## src/rtl/bmdma_pkg.sv

```systemverilog
package bmdma_pkg;

    localparam int unsigned NUM_CH = 2;

    // window offsets
    typedef enum logic [1:0] {
        OFF_CMD    = 2'd0,
        OFF_MODE   = 2'd1,
        OFF_STAT   = 2'd2,
        OFF_TIMING = 2'd3
    } reg_off_e;

    // request tracker per channel
    typedef enum logic {
        LINE_IDLE   = 1'b0,
        LINE_ACTIVE = 1'b1
    } line_state_e;

    // status byte bit positions
    localparam int unsigned ST_ACT    = 0;
    localparam int unsigned ST_ERR    = 1;
    localparam int unsigned ST_INT    = 2;
    localparam int unsigned ST_CAP_LO = 5;
    localparam int unsigned ST_CAP_HI = 6;

    // mode byte bit positions (channel index added)
    localparam int unsigned MODE_PEND_LO = 2;
    localparam int unsigned MODE_BLK_LO  = 4;

endpackage

```

## src/rtl/bmdma_line_fsm.sv

```systemverilog
module bmdma_line_fsm
    import bmdma_pkg::*;
(
    input  logic clk,
    input  logic rst_n,
    input  logic dev_req,
    input  logic req_disable,
    output logic pending,
    output logic raise
);

    line_state_e state_q, state_d;
    logic        req_en;

    assign req_en = dev_req & ~req_disable;

    always_comb begin
        state_d = state_q;
        unique case (state_q)
            LINE_IDLE:   if (req_en)  state_d = LINE_ACTIVE;
            LINE_ACTIVE: if (!req_en) state_d = LINE_IDLE;
        endcase
    end

    always_ff @(posedge clk) begin
        if (!rst_n) state_q <= LINE_IDLE;
        else        state_q <= state_d;
    end

    always_comb begin
        pending = 1'b0;
        raise   = 1'b0;
        unique case (state_q)
            LINE_IDLE:   raise   = req_en;
            LINE_ACTIVE: pending = 1'b1;
        endcase
    end

endmodule

```

## src/rtl/bmdma_chan_regs.sv

```systemverilog
module bmdma_chan_regs
    import bmdma_pkg::*;
#(
    parameter int unsigned       BYTE_W     = 8,
    parameter logic [BYTE_W-1:0] TIMING_RST = '0
) (
    input  logic              clk,
    input  logic              rst_n,
    input  logic              wr_cmd,
    input  logic              wr_stat,
    input  logic              wr_timing,
    input  logic [BYTE_W-1:0] wr_data,
    input  logic              raise,
    output logic [BYTE_W-1:0] cmd_q,
    output logic [BYTE_W-1:0] stat_q,
    output logic [BYTE_W-1:0] timing_q
);

    logic [BYTE_W-1:0] stat_d;

    always_comb begin
        stat_d = stat_q;
        if (wr_stat) begin
            stat_d[ST_CAP_HI:ST_CAP_LO] = wr_data[ST_CAP_HI:ST_CAP_LO];
            if (wr_data[ST_ERR]) stat_d[ST_ERR] = 1'b0;
            if (wr_data[ST_INT]) stat_d[ST_INT] = 1'b0;
        end
        // hardware set takes priority over a host clear
        if (raise) stat_d[ST_INT] = 1'b1;
    end

    always_ff @(posedge clk) begin
        if (!rst_n) begin
            cmd_q    <= '0;
            stat_q   <= '0;
            timing_q <= TIMING_RST;
        end else begin
            stat_q <= stat_d;
            if (wr_cmd)    cmd_q    <= wr_data;
            if (wr_timing) timing_q <= wr_data;
        end
    end

endmodule

```

## src/rtl/bmdma_irq_merge.sv

```systemverilog
module bmdma_irq_merge
    import bmdma_pkg::*;
#(
    parameter int unsigned BYTE_W = 8
) (
    input  logic              clk,
    input  logic              rst_n,
    input  logic              mode_regs_en,
    input  logic              wr_mode,
    input  logic [NUM_CH-1:0] blk_wdata,
    input  logic [NUM_CH-1:0] pend,
    output logic [BYTE_W-1:0] mode_byte,
    output logic              irq_out
);

    logic [NUM_CH-1:0] blk_q;
    logic              any_raw, any_gated;

    always_ff @(posedge clk) begin
        if (!rst_n)       blk_q <= '0;
        else if (wr_mode) blk_q <= blk_wdata;
    end

    always_comb begin
        mode_byte = '0;
        any_raw   = 1'b0;
        any_gated = 1'b0;
        for (int ch = 0; ch < NUM_CH; ch++) begin
            mode_byte[MODE_PEND_LO + ch] = pend[ch];
            mode_byte[MODE_BLK_LO + ch]  = blk_q[ch];
            any_raw   = any_raw | pend[ch];
            any_gated = any_gated | (pend[ch] & ~blk_q[ch]);
        end
        irq_out = mode_regs_en ? any_gated : any_raw;
    end

endmodule

```

## src/rtl/bmdma_regs.sv

```systemverilog
module bmdma_regs
    import bmdma_pkg::*;
#(
    parameter int unsigned       BYTE_W     = 8,
    parameter logic [BYTE_W-1:0] TIMING_RST = '0
) (
    input  logic              clk,
    input  logic              rst_n,
    input  logic              mode_regs_en,
    input  logic              chan_sel,
    input  logic [1:0]        reg_off,
    input  logic              wr_en,
    input  logic [BYTE_W-1:0] wr_data,
    output logic [BYTE_W-1:0] rd_data,
    input  logic [NUM_CH-1:0] dev_irq,
    input  logic [NUM_CH-1:0] irq_disable,
    output logic              irq_out
);

    logic [BYTE_W-1:0] cmd_q    [NUM_CH];
    logic [BYTE_W-1:0] stat_q   [NUM_CH];
    logic [BYTE_W-1:0] timing_q [NUM_CH];
    logic [NUM_CH-1:0] pend;
    logic [NUM_CH-1:0] raise;
    logic [BYTE_W-1:0] mode_byte;
    reg_off_e          off;
    logic              wr_mode;

    assign off     = reg_off_e'(reg_off);
    assign wr_mode = wr_en && mode_regs_en && (off == OFF_MODE);

    for (genvar ch = 0; ch < NUM_CH; ch++) begin : g_chan
        localparam logic CH_ID = 1'(ch);
        logic sel;
        assign sel = wr_en && (chan_sel == CH_ID);

        bmdma_line_fsm u_line (
            .clk         (clk),
            .rst_n       (rst_n),
            .dev_req     (dev_irq[ch]),
            .req_disable (irq_disable[ch]),
            .pending     (pend[ch]),
            .raise       (raise[ch])
        );

        bmdma_chan_regs #(
            .BYTE_W     (BYTE_W),
            .TIMING_RST (TIMING_RST)
        ) u_regs (
            .clk       (clk),
            .rst_n     (rst_n),
            .wr_cmd    (sel && off == OFF_CMD),
            .wr_stat   (sel && off == OFF_STAT),
            .wr_timing (sel && mode_regs_en && off == OFF_TIMING),
            .wr_data   (wr_data),
            .raise     (raise[ch]),
            .cmd_q     (cmd_q[ch]),
            .stat_q    (stat_q[ch]),
            .timing_q  (timing_q[ch])
        );
    end

    bmdma_irq_merge #(
        .BYTE_W (BYTE_W)
    ) u_merge (
        .clk          (clk),
        .rst_n        (rst_n),
        .mode_regs_en (mode_regs_en),
        .wr_mode      (wr_mode),
        .blk_wdata    (wr_data[MODE_BLK_LO +: NUM_CH]),
        .pend         (pend),
        .mode_byte    (mode_byte),
        .irq_out      (irq_out)
    );

    always_comb begin
        rd_data = '0;
        unique case (off)
            OFF_CMD:    rd_data = cmd_q[chan_sel];
            OFF_STAT:   rd_data = stat_q[chan_sel];
            OFF_MODE:   rd_data = mode_regs_en ? mode_byte : '1;
            OFF_TIMING: rd_data = mode_regs_en ? timing_q[chan_sel] : '1;
        endcase
    end

endmodule

```

## config.mk

```make
export PLATFORM = sky130hd
export DESIGN_NAME = bmdma_regs
export DESIGN_NICKNAME = d
export VERILOG_FILES = /design/src/rtl/bmdma_pkg.sv /design/src/rtl/bmdma_line_fsm.sv /design/src/rtl/bmdma_chan_regs.sv /design/src/rtl/bmdma_irq_merge.sv /design/src/rtl/bmdma_regs.sv
export SDC_FILE = /design/constraint.sdc
export NUM_CORES = 1
export LEC_CHECK = 0
export BUFFER_PORTS_ARGS = -buffer_cell sky130_fd_sc_hd__buf_2
export CAP_MARGIN = 20
export CORE_ASPECT_RATIO = 1.75
export CORE_UTILIZATION = 25
export CTS_BUF_LIST = sky130_fd_sc_hd__clkbuf_8
export DETAILED_ROUTE_END_ITERATION = 8
export MAX_ROUTING_LAYER = met4
export SYNTH_ARGS = -nofsm -noshare
export SYNTH_HDL_FRONTEND = slang
export SYNTH_SLANG_ARGS = --single-unit
```

## constraint.sdc

```tcl
create_clock -name clk -period 2.3 [get_ports clk]
set_input_delay 0.23 -clock clk [delete_from_list [all_inputs] [get_ports clk]]
set_output_delay 0.23 -clock clk [all_outputs]
set_load 0.01 [all_outputs]
```

==> run metrics, run 1 <==
clock input transition at the sequential cells of the worst setup and hold paths 80 ps; final design area excluding fillers 2300 µm²; fin. max-slew vios 0; total negative slack 0 ps; met1 Usage GRT 15.1%; total number of yosys warnings 0; Cells after Synth 228; shortest clock period the worst path allows after layout 1790 ps; cell area after synthesis 2040 µm²; net count of the finished layout 267; global placement routability congestion 0.728; Worst Setup Start Kind register; Worst slew margin 59.1%; number of flops mapped to enable cells by yosys 0; met2 layer usage reported by global route 21.6%; Area growth syn-to-layout 13.0%; DRC viols 0; data arrival time of the critical path 1560 ps; sequential cell area fraction in the yosys report 41.3%; setup-violating endpoint count in the final report 0; starting utilization of the core area 25.7%; overall die area 8520 µm²; instance area after placement 2200 µm²; Initial DRT Pass Iterations 4; Async SR Flop Fraction 0%; maximum achievable frequency 559 MHz; transition time of the tightest slew-check pin 614 ps; post-cts resize count 0; final critical-path share of the clock period 77.8%; # port buffers 27; first-pass GRT wire length 8.28 mm; Avg Vias per Cell 5.05; hold violation count in the final report 0; aggregate global routing overflow 0; global-route usage over all layers 12.8%; antenna-violating nets left 0; Critical Path Sink Type output pin; largest fanout of any net on the critical path 2; Leakage 0.000886 µW; initial drt markers 137; clk_lat worst skew 290 ps; power density relative to cell area 618 nW/µm²; DIE WIDTH 70.2 µm; met3 routing resource usage after global routing 2.57%; total vias in the final route 1713; number of global-route vias before repair 1623; number of clock sinks 42; Min Hold Slack 108 ps; hold_buf cts 0; root buffer selected by CTS sky130_fd_sc_hd__clkbuf_8; synthesized area per cell 8.93 µm²; maximum resistive drop on vdd 0.000326 V; Detailed Place HPWL 3.50 mm; number of buffers on the longest clock path 2; core footprint 7910 µm²; number of antenna violations at the first check in global routing 0; Top FF cell, synth sky130_fd_sc_hd__dfxtp_1; wire length reported by the detailed router 5.08 mm; fraction of final layout cells sized beyond drive strength 1 21.3%; worst hold path type in -> reg; CP Data Required Time 2070 ps; number of maximum-capacitance violations 0; pin count of the biggest net entering global routing 39; RSZ-0062 raised after global routing no; number of standard-cell rows in the floorplan 43; layer with the highest usage met2; count of boundary I/O pins 28; floorplan die height 121 µm; maximum clock skew at final layout 4.55 ps; worst setup path class reg -> out; TritonCTS clock tree done; TritonCTS Buffers 5; count of distinct cell types in the synthesized netlist 35; drt wl/cell 15.0 µm; CTS HTree Levels 2; run status finished, final reports clean; number of register bits inferred by synthesis 42; number of nets in the synthesized netlist 247; Inserted Diodes 0; post-CTS setup buffer count 0
## layout make-up
cell class	count	area, µm²
fill	839	5610
clock inverter	2	12.5
sequential	42	841
timing repair buffer	32	173
clock buffer	6	82.6
multi-input combinational	161	1060
tap	90	113
inverter	6	22.5
## registers in the layout, indices dropped and copies added (netlist names)
| signal | cells |
|---|---|
| g_chan.u_regs.timing_q | 16 |
| g_chan.u_regs.cmd_q | 16 |
| g_chan.u_regs.stat_q | 6 |
| g_chan.u_line.state_q | 2 |
| u_merge.blk_q | 2 |
## logic make-up (layout without fill, tap and decap cells)
family	count (synthesis)	after routing	synth area share (%)
AND/OR/NAND/NOR	68	68	17.3
AO/OA/AOI/OAI	61	61	17.6
flip-flops	42	42	41.3
multiplexers	32	32	16.9
buffers and inverters	25	46	6.82
## routing by layer
layer / part of all wire [%] / vias up / routed length, µm
li1: - / 857 / -
met5: 0 / - / 0
met1: 43 / 799 / 2180
met3: 5.1 / 6 / 258
met2: 50 / 51 / 2530
met4: 2.0 / 0 / 102
## cell usage after synthesis (2+ instances only)
cell type,count,area (µm²)
sky130_fd_sc_hd__o22a_1,2,17.5
sky130_fd_sc_hd__o21ai_1,2,10.0
sky130_fd_sc_hd__clkbuf_1,6,22.5
sky130_fd_sc_hd__nor2_1,20,75.1
sky130_fd_sc_hd__a2bb2oi_1,2,17.5
sky130_fd_sc_hd__buf_6,3,33.8
sky130_fd_sc_hd__a22o_1,3,26.3
sky130_fd_sc_hd__a21oi_1,24,120
sky130_fd_sc_hd__o221ai_1,3,26.3
sky130_fd_sc_hd__dfxtp_1,42,841
sky130_fd_sc_hd__buf_2,6,30.0
sky130_fd_sc_hd__o21ai_0,20,100
sky130_fd_sc_hd__nand2_1,20,75.1
sky130_fd_sc_hd__nand3_1,16,80.1
sky130_fd_sc_hd__nand2b_1,2,12.5
sky130_fd_sc_hd__mux2_2,9,101
sky130_fd_sc_hd__inv_1,6,22.5
sky130_fd_sc_hd__buf_4,4,30.0
sky130_fd_sc_hd__mux2i_1,22,220
## report_power, final
group,total (µW),switching (µW),leakage [µW],internal (µW)
clock,500,258,0.0000472,241
sequential,751,8.64,0.000340,742
combinational,170,104,0.000499,66.6
total,1420,370,0.000886,1050
## final timing paths
kind	startpoint	endpoint	slack (ps)	cells after the start
worst max-delay path	g_chan[1].u_regs.timing_q[6]$_SDFFE_PN0P_	rd_data[6]	510	3
worst min-delay path	irq_disable[0]	g_chan[0].u_line.state_q$_SDFF_PN0_	110	2
worst max register to register	g_chan[0].u_line.state_q$_SDFF_PN0_	g_chan[0].u_regs.stat_q[2]$_SDFFE_PN0P_	1560	2
worst min register to register	g_chan[0].u_regs.cmd_q[2]$_SDFFE_PN0P_	g_chan[0].u_regs.cmd_q[2]$_SDFFE_PN0P_	460	2
## worst max-delay path, stage by stage, from the launching register on
cell                      delay, ps
sky130_fd_sc_hd__dfxtp_1        310
sky130_fd_sc_hd__mux4_2         480
sky130_fd_sc_hd__a221o_1        330
sky130_fd_sc_hd__buf_2          150
## placed cells by master (no fill, tap or decap), types with 5 or more instances in the layout
cell                       count
sky130_fd_sc_hd__dfxtp_1      42
sky130_fd_sc_hd__buf_2        27
sky130_fd_sc_hd__a21oi_1      24
sky130_fd_sc_hd__mux2i_1      22
sky130_fd_sc_hd__nor2_1       20
sky130_fd_sc_hd__o21ai_0      20
sky130_fd_sc_hd__nand2_1      20
sky130_fd_sc_hd__nand3_1      16
sky130_fd_sc_hd__mux2_2        9
sky130_fd_sc_hd__inv_1         6
sky130_fd_sc_hd__clkbuf_8      6
sky130_fd_sc_hd__buf_4         5
## through the flow
step | power (µW) | util, % | cells | worst slack, ps
5_1_grt | 1480 | 29.1 | 339 | 447
2_1_floorplan | 879 | - | 228 | 1000
3_3_place_gp | 937 | 27.9 | 331 | 555
4_1_cts | 1440 | 29.1 | 339 | 515
3_5_place_dp | 939 | 27.9 | 331 | 541
6_report | 1420 | 29.1 | 339 | 511
Power figures use the tool's default switching activity.
==> inputs of run 2 (changes only) <==
Settings changed: ABC_AREA set to 1.
Clock period 2.3 ns to 1.5 ns, I/O delays scaled along.
==> run 2 against run 1 <==
Net effect: clock power is 74% higher; clock skew is 2.7 ps lower; clock-buffer cell count is 2 higher; sequential share of layout area is 1.5 points lower; cell count is 31% higher; routed wire length is 6.8% higher; synthesized area is 1.5% lower; core utilization is 2.1 points higher; synthesized cell count is 42% higher; die area is 1.4% lower; non-clock buffer count is 4 higher; critical path type unchanged.
==> run metrics, run 2 <==
run status finished, final reports clean; # port buffers 27 (unchanged); clk_lat worst skew 300 ps (about the same); shortest clock period the worst path allows after layout 1410 ps; number of register bits inferred by synthesis 42 (unchanged); worst setup path class reg -> out; area share of the leading cell type in the synthesized netlist 41.9% (+0.62 points); Avg Vias per Cell 4.50 (-11%); Worst Setup Start Kind register; CTS HTree Levels 2 (unchanged); Gate power share 13.4% (+1.4 points); drt wl/cell 12.2 µm (-19%); Overall Power 2360 µW (+66%); Fillers 862 (+2.7%); largest fanout of any net on the critical path 3 (+1); number of standard-cell rows in the floorplan 42 (-2.3%); clock input transition at the sequential cells of the worst setup and hold paths 80 ps (about the same); proportion of power drawn by the clock network 36.9% (+1.7 points); overall die area 8400 µm² (-1.4%); Critical Path Sink Type output pin; setup-violating endpoint count in the final report 0 (unchanged); sw frac 26.4% (+0.30 points); registers with the most flip-flops g_chan.u_regs.cmd_q x16, g_chan.u_regs.timing_q x16, g_chan.u_regs.stat_q x6; Initial DRT Pass Iterations 4 (unchanged); maximum achievable frequency 708 MHz; Worst slew margin 73.9% (+15 points); global-route usage over all layers 13.8% (+0.92 points); data arrival time of the critical path 1260 ps (-300 ps); commonest cells after routing, fill and taps aside 101 x sky130_fd_sc_hd__nor2_1, 74 x sky130_fd_sc_hd__nand2_1, 42 x sky130_fd_sc_hd__dfxtp_1, 36 x sky130_fd_sc_hd__o21ai_0, 34 x sky130_fd_sc_hd__inv_1; transition time of the tightest slew-check pin 388 ps (-226 ps); RSZ-0062 raised after global routing no; DRC viols 0 (unchanged); critical path cell sequence o21ai_0, nand3_1, buf_2; Detailed Place HPWL 4.12 mm (+18%); total negative slack 0 ps (unchanged); number of clock sinks 42 (unchanged); number of flops mapped to enable cells by yosys 0 (unchanged); worst hold path type in -> reg; CP max-delay cell sky130_fd_sc_hd__o21ai_0; Crit path buffers/inverters 1 (unchanged); pin count of the biggest net entering global routing 43 (+10%); fin worst setup slack 88.5 ps (-423 ps); Inserted Diodes 0 (unchanged); largest area contributor in the netlist sky130_fd_sc_hd__dfxtp_1; CP Data Required Time 1350 ps (-720 ps); most common cell in the synthesized netlist sky130_fd_sc_hd__nor2_1; TritonCTS Buffers 5 (unchanged); initial drt markers 146 (+6.6%); Area growth syn-to-layout 19.4%; count of distinct cell types in the synthesized netlist 15 (-57%); Leakage 0.00110 µW (+24%); number of maximum-capacitance violations 0 (unchanged); DIE WIDTH 69.7 µm (-0.72%); antenna-violating nets left 0 (unchanged); total number of yosys warnings 0 (unchanged); dpl ws 162 ps (-379 ps); synth cell count leaders 101 x sky130_fd_sc_hd__nor2_1, 74 x sky130_fd_sc_hd__nand2_1, 42 x sky130_fd_sc_hd__dfxtp_1; delay contributed by the slowest stage of the critical path 350 ps (-130 ps); aggregate global routing overflow 0 (unchanged); wire length reported by the detailed router 5.42 mm (+6.8%); post-CTS setup buffer count 0 (unchanged); synthesized area per cell 6.21 µm² (-30%); total vias in the final route 2002 (+17%); number of global-route vias before repair 1891 (+17%); Top FF cell, synth sky130_fd_sc_hd__dfxtp_1; post-cts resize count 0 (unchanged); Cells after Synth 323 (+42%); fin. max-slew vios 0 (unchanged); Int Pwr 1730 µW (+65%); hold violation count in the final report 0 (unchanged); fraction of final layout cells sized beyond drive strength 1 12.6% (-8.7 points); switching power 621 µW (+68%); TritonCTS clock tree done; starting utilization of the core area 26.1% (+0.40 points); global placement routability congestion 0.871 (+20%); number of buffers on the longest clock path 2 (unchanged); first-pass GRT wire length 8.76 mm (+5.8%); core footprint 7670 µm² (-3.0%); count of boundary I/O pins 28 (unchanged); maximum clock skew at final layout 1.89 ps (-2.66 ps); maximum resistive drop on vdd 0.000262 V (-20%); net count of the finished layout 375 (+40%); final critical-path share of the clock period 94.1%; register share of total power 49.6% (-3.3 points); Worst path top cell family by delay compound AO/OA/AOI/OAI gates; commonest non-fill, non-tap cell in the layout sky130_fd_sc_hd__nor2_1; number of nets in the synthesized netlist 342 (+38%); power density relative to cell area 984 nW/µm² (+59%); Async SR Flop Fraction 0% (unchanged); floorplan die height 120 µm (-0.73%); number of antenna violations at the first check in global routing 0 (unchanged); sequential cell area fraction in the yosys report 41.9% (+0.62 points); hold_buf cts 1 (+1); cell area after synthesis 2010 µm² (-1.5%); root buffer selected by CTS sky130_fd_sc_hd__clkbuf_8; biggest area contributors in the synthesized netlist sky130_fd_sc_hd__dfxtp_1 42%, sky130_fd_sc_hd__nor2_1 19%, sky130_fd_sc_hd__nand2_1 14%, sky130_fd_sc_hd__o21ai_0 9.0%, sky130_fd_sc_hd__inv_1 6.4%
[run 2: cell count changes in the layout (fill, tap and decap cells not counted), moves of 3 or more]
cell                      delta
sky130_fd_sc_hd__a22o_1      -3
sky130_fd_sc_hd__o21ai_0    +16
sky130_fd_sc_hd__inv_1      +28
sky130_fd_sc_hd__nand2_1    +54
sky130_fd_sc_hd__a21oi_1    -24
sky130_fd_sc_hd__mux2i_1    -22
sky130_fd_sc_hd__mux2_2      -9
sky130_fd_sc_hd__nor2_1     +81
[run 2: tightest hold or removal path: cells and delay by family]
kind	cells	cell delay, ps
simple gates	2	80
buf+inv	1	100
[run 2: logic make-up after synthesis]
family,after synthesis,synth area share (%)
AOI/OAI and AO/OA,37,9.42
and+or+nand+nor,200,39.9
buffers and inverters,44,8.80
DFF,42,41.9
[run 2: power groups by stage]
stage	Clock, µW	Combinational, µW	Sequential [µW]
after global routing	933	356	1170
after floorplan	0	189	1190
after global placement	0	313	1190
after detailed placement	0	316	1200
final	870	317	1170
after CTS	886	318	1170
[run 2: area by class of cell]
class | instances | area, µm² | area share (%)
Sequential cell | 42 | 841 | 35.1
Inverter | 34 | 128 | 5.33
Tap cell | 88 | 110 | 4.60
Clock buffer | 8 | 110 | 4.60
Timing Repair Buffer | 36 | 218 | 9.09
Multi-Input combinational cell | 237 | 988 | 41.3
[run 2: path summary, 6_finish.rpt]
check / start / slack [ps] / end / cells after the start
min reg2reg: g_chan[1].u_regs.stat_q[2]$_SDFFE_PN0P_ / 480 / g_chan[1].u_regs.stat_q[2]$_SDFFE_PN0P_ / 2
max: u_merge.blk_q[0]$_SDFFE_PN0P_ / 90 / rd_data[4] / 3
max reg2reg: g_chan[0].u_line.state_q$_SDFF_PN0_ / 840 / g_chan[0].u_regs.stat_q[2]$_SDFFE_PN0P_ / 3
min: dev_irq[1] / 80 / g_chan[1].u_line.state_q$_SDFF_PN0_ / 3
[run 2: stage by stage]
stage          hold slack (ps)  cell area (µm²)  util, %  std cells
2_1_floorplan              233             2010        -        323
3_3_place_gp               321             2270     29.6        436
3_5_place_dp               325             2270     29.6        436
4_1_cts                   63.8             2390     31.2        445
5_1_grt                   74.9             2390     31.2        445
6_report                  76.9             2390     31.2        445
[run 2: routing by layer]
metal  share of wire, %  up-vias  track usage, %
met2                 54       36            24.3
met3                3.2       16            2.92
met5                  0        -               -
met4                4.7        0            9.25
li1                   -     1060               -
met1                 39      890            13.3
